===== config.mk =====
export PLATFORM = sky130hd
export DESIGN_NAME = serial_clk_div
export DESIGN_NICKNAME = d
export VERILOG_FILES = /design/src/rtl/serial_clk_div.sv
export SDC_FILE = /design/constraint.sdc
export NUM_CORES = 1
export LEC_CHECK = 0
export ABC_AREA = 1
export BUFFER_PORTS_ARGS = -buffer_cell sky130_fd_sc_hd__buf_2
export CORE_MARGIN = 2
export CORE_UTILIZATION = 35
export DETAILED_ROUTE_END_ITERATION = 8
export HOLD_SLACK_MARGIN = 0.1
export PLACE_DENSITY_LB_ADDON = 0.12
export SYNTH_ARGS = -nofsm -noshare
export SYNTH_HDL_FRONTEND = slang
export SYNTH_SLANG_ARGS = --single-unit

===== constraint.sdc =====
create_clock -name clk -period 2.3 [get_ports clk]
set_input_delay 0.115 -clock clk [delete_from_list [all_inputs] [get_ports clk]]
set_output_delay 0.115 -clock clk [all_outputs]
set_load 0.02 [all_outputs]

===== src/rtl/serial_clk_div.sv =====
module serial_clk_div #(
  parameter int PW = 8,
  parameter int RW = 8
) (
  input  logic          clk,
  input  logic          rst_n,
  input  logic          run,
  input  logic [PW-1:0] prescale,
  input  logic [RW-1:0] rate,
  input  logic          idle_high,
  output logic          sclk,
  output logic          lead_stb,
  output logic          trail_stb
);
  localparam int HW = PW - 1;
  localparam logic [HW-1:0] ONE_H = 1;
  localparam logic [RW-1:0] ONE_R = 1;

  logic          active, pol_q, phase, lead_q, trail_q;
  logic [HW-1:0] half_q, pre_cnt;
  logic [RW-1:0] rate_q, rate_cnt;

  wire [HW-1:0] half_in = (prescale[PW-1:1] == '0) ? ONE_H : prescale[PW-1:1];
  wire pre_wrap  = (pre_cnt == half_q - ONE_H);
  wire rate_wrap = (rate_cnt == rate_q);

  always_ff @(posedge clk or negedge rst_n) begin
    if (!rst_n) begin
      active   <= 1'b0;
      pol_q    <= 1'b0;
      phase    <= 1'b0;
      lead_q   <= 1'b0;
      trail_q  <= 1'b0;
      half_q   <= ONE_H;
      rate_q   <= '0;
      pre_cnt  <= '0;
      rate_cnt <= '0;
    end else if (!run) begin
      active   <= 1'b0;
      phase    <= 1'b0;
      lead_q   <= 1'b0;
      trail_q  <= 1'b0;
      pre_cnt  <= '0;
      rate_cnt <= '0;
    end else if (!active) begin
      active   <= 1'b1;
      pol_q    <= idle_high;
      half_q   <= half_in;
      rate_q   <= rate;
      phase    <= 1'b0;
      lead_q   <= 1'b0;
      trail_q  <= 1'b0;
      pre_cnt  <= '0;
      rate_cnt <= '0;
    end else begin
      lead_q  <= 1'b0;
      trail_q <= 1'b0;
      if (pre_wrap) begin
        pre_cnt <= '0;
        if (rate_wrap) begin
          rate_cnt <= '0;
          phase    <= ~phase;
          lead_q   <= ~phase;
          trail_q  <= phase;
        end else begin
          rate_cnt <= rate_cnt + ONE_R;
        end
      end else begin
        pre_cnt <= pre_cnt + ONE_H;
      end
    end
  end

  assign sclk      = active ? (pol_q ^ phase) : idle_high;
  assign lead_stb  = lead_q;
  assign trail_stb = trail_q;
endmodule



* Word-level counts from Yosys, hierarchy flattened
Index checks and enable logic that the tools add are counted.
W data, S select, Z words.
** Word-level totals
- Register bits :: 35
- Input port bits :: 20
** Cells by class
- Add/sub/neg operators :: 3
- Equality and inequality tests :: 4
- Muxes and demuxes :: 22
- Bitwise gates (word level) :: 3
- Reduce and logical (&&, ||, !) cells :: 3
** Operators by type and width (number)
- $mux W8 :: 4
- $mux W7 :: 4
- $mux W1 :: 14
- $add A8 B1 Y8 const B :: 1
- $eq A8 B8 Y1 :: 1
- $add A7 B1 Y7 const B :: 1
- $eq A7 B7 Y1 :: 1
- $logic_not A7 Y1 :: 1
- $sub A7 B1 Y7 const B :: 1
- $ne A3 B2 Y1 const B :: 2
- $reduce_and A2 Y1 :: 2
- $not A1 Y1 :: 2
- $xor A1 B1 Y1 :: 1

* Depth between registers and ports, before layout
- Depth in word-level cells :: 5
- Depth in mapped cells :: 12

* Worst setup path before layout
OpenSTA, ideal clock, no wires.
- Path kind :: register to register
- From :: register half_q[0]
- To :: register rate_cnt[2]
- Data arrival time :: 1.667 ns
- Required time :: 2.176 ns
- Slack :: 0.510 ns
- Stages on the path, launching flop included :: 11
- Path buffers :: 0
- Clock period less this slack :: 1.790 ns
- Cells stage by stage :: dfstp_2 inv_2 ha_1 xor2_1 nand2_1 nor2_4 nand3_4 nor2_8 nor2_4 nand2_1 o21ai_2
** On the way
- Cells in the longest elaborated chain, start to end :: 3
** Ends and longest elaborated chain
- from (decl) :: RTL line 20 : logic [HW-1:0] half_q, pre_cnt;
- from (signal assigned) :: RTL line 48 : half_q <= half_in;
- $sub A7 B1 Y7 :: RTL line 24 : wire pre_wrap = (pre_cnt == half_q - ONE_H);
- $eq A7 B7 Y1 :: RTL line 24
- $ne A3 B2 Y1 (no source line)
- to (signal assigned) :: RTL line 66 : rate_cnt <= rate_cnt + ONE_R;
- to (decl) :: RTL line 21 : logic [RW-1:0] rate_q, rate_cnt;
No other way between the ends.
A chain may end at the register's enable or synchronous reset.

* Final worst setup path
Same ends and word-level chain as after synthesis.

==> results.md <==
* Status: finished clean
* Initial Util at a little over a third
* Worst skew pair latency at 0.28 ns
* Overall die area at 6570 sq um
* Gpl congestion at 0.851
* Mapped Nets at 288
* Register area share after synthesis at a little over two fifths
* Final setup TNS at 0 ns
* Layout net count at 330
* Core ar. at 5820 sq um
* Htree depth at 2
* Critical Path End Type: flip-flop
* Top post-synthesis cells by area: dfrtp_1 (41%), nand2_1 (16%), xor2_1 (5.1%)
* Tot GR Track Use at 15.0%
* Pin count of the biggest net entering global routing at 36
* Fin crit period at 1.93 ns
* First-pass GRT wire length at roughly 7500 um
* Ys async rst share at 100%
* Skew final at between 0.004 and 0.005 ns
* Clock edge transition at the registers on the reported setup and hold paths at 0.07 ns
* Fmax at 0.519 GHz
* Critical Path Source Type: flip-flop
* Final wirelength at 4300 um
* Peak supply drop at 316 uV
* DRC Markers at 0
* Average wire per standard cell at around 11 um
* I/O Buffers at 21
* Pins Over Slew Limit at 0
* HP Class: in -> reg
* Detailed Routing Iterations Pass 1 at 4
* Vias per cell at between 4 and 5
* P&R area growth vs syn at 21.6%
* Pwr Density at roughly 600 nW/um^2
* Most used DFF post-synth: dfrtp_1
* CTS Sinks at 35
* CP Data Required Time at 2.47 ns
* CTS tree: yes
* Total CTS buffers at 5
* Vias in the first global route at 1626
* Syn Area/Cell at 7.84 sq um
* R2R setup slack at 0.37 ns
* Crit path arrival time at around 2.1 ns
* Slew HR at 46.6%
* Antenna violations before repair at 0
* Area leader, netlist: dfrtp_1
* Row cnt at 28
* Clock tree root driver cell: clkbuf_8
* Final HPWL DP at 3110 um
* Worst-Margin Slew at approximately 0.8 ns
* Synth Register Bits at 35
* Post-Syn Area at 2080 sq um
* Fin crit share at around 84%
* Max Root-Sink Buffers at 2
* Post-CTS sizing at 0
* Most numerous cell in the Yosys netlist: nand2_1
* Final setup violation count at 0
* Hold buffers post-CTS at 17
* Share of cells above drive strength 1 at 21.4%
* Count of cell types in the netlist at 31
* DR iter-0 viols at between 70 and 80
* Global route overflow at 0
* Die Y at 81.1 um
* RSZ-0062 raised after global routing: false
* Worst-path maximum fanout at 10
* Num ports at 23
* DIE WIDTH at 81.1 um
* Post-synth EDFFs at 0
* Cell count after synthesis at 265
* Max Cap Viol at 0
* Diodes inserted at 0
* P_leak at approximately 1.3 nW
* Most instantiated cells after synthesis: nand2_1 (86), dfrtp_1 (34), inv_1 (25)
* Antenna-violating nets left at 0
* Synth Warn # at 0
* Final hold viol count at 0
* Total Power at 1.47 mW
* Setup Buffers After CTS at 0
* Crit path kind: reg -> reg
* Via count at ~1700
* Synth top area share at between 40 and 50%
[power breakdown]
part | internal (mW) | switching [mW]
clock | 0.273 | 0.219
sequential | 0.656 | 0.0343
combinational | 0.114 | 0.177
total | 1.04 | 0.430
[registers in the layout (all words and copies together) (netlist names)]
register   flops
active         1
half_q         7
lead_stb       1
phase          1
pol_q          1
pre_cnt        7
rate_cnt       8
rate_q         8
trail_stb      1
[cell usage in the layout (no fill, tap or decap), types with 6 or more instances in the layout]
cell type,n
inv_1,25
buf_2,21
xor2_1,12
nand2_2,9
nand2_1,86
nand4_1,8
dfrtp_1,34
nor2_1,21
clkbuf_8,7
nand3_1,14
inv_2,6
dlygate4sd3_1,17
o21ai_0,9
[cell families (layout without fill, tap and decap cells)]
kind of cell    count (synthesis)  count (layout)  share of synthesized area, %
compound gates                 19              19                          5.84
xor+xnor                       15              15                          6.32
fa+ha+maj                       3               3                          1.81
buf+inv                        36              79                          7.28
flops                          35              35                          42.2
simple gates                  157             157                          36.5
[through the flow]
| step | std cells | hold slack (ns) | instance area, sq um | utilization, % | worst slack [ns] |
|---|---|---|---|---|---|
| floorplan | 265 | -0.181 | 2080 | - | 0.510 |
| global placement | 358 | 0.270 | 2260 | 38.8 | 0.360 |
| detailed placement | 358 | 0.261 | 2260 | 38.8 | 0.366 |
| CTS | 383 | 0.103 | 2530 | 43.5 | 0.349 |
| global route | 383 | 0.140 | 2530 | 43.5 | 0.202 |
| finish | 383 | 0.104 | 2530 | 43.5 | 0.373 |
[per-layer routing]
layer / up-vias / GRT usage (%) / part of all wire [%]
li1: 907 / - / -
met3: 7 / 2.67 / 2.7
met4: 0 / 5.59 / 1.3
met5: - / 0 / 0
met1: 745 / 21.8 / 55
met2: 24 / 22.2 / 41
[layout make-up]
class,count,area (sq um)
Inverter,31,116
Sequential cell,35,877
Timing Repair Buffer,40,290
Clock buffer,8,100
Multi-Input combinational cell,194,1050
Fill cell,646,3290
Tap cell,75,93.8
[final timing paths]
check / cells past startpoint / from / end
worst max-delay path: 12 / half_q[0] / rate_cnt[2]
worst min-delay path: 3 / prescale[1] / half_q[0]
worst max register to register: 12 / half_q[0] / rate_cnt[2]
worst min register to register: 2 / half_q[0] / half_q[0]
max in group asynchronous: 2 / rst_n / half_q[3]
min in group asynchronous: 2 / rst_n / half_q[4]
[critical path, stage by stage (launching register included)]
cell and delay (ns):
dfstp_2 0.55, inv_2 0.06, ha_1 0.25, inv_1 0.09, nand2_1 0.05, nand3_1 0.08, nand2_1 0.08, nor2_4 0.10
nand3_4 0.11, nor2_8 0.20, nor2_4 0.10, nand2_1 0.08, o21ai_2 0.05
Note: power is estimated with default switching activity, not from simulation.
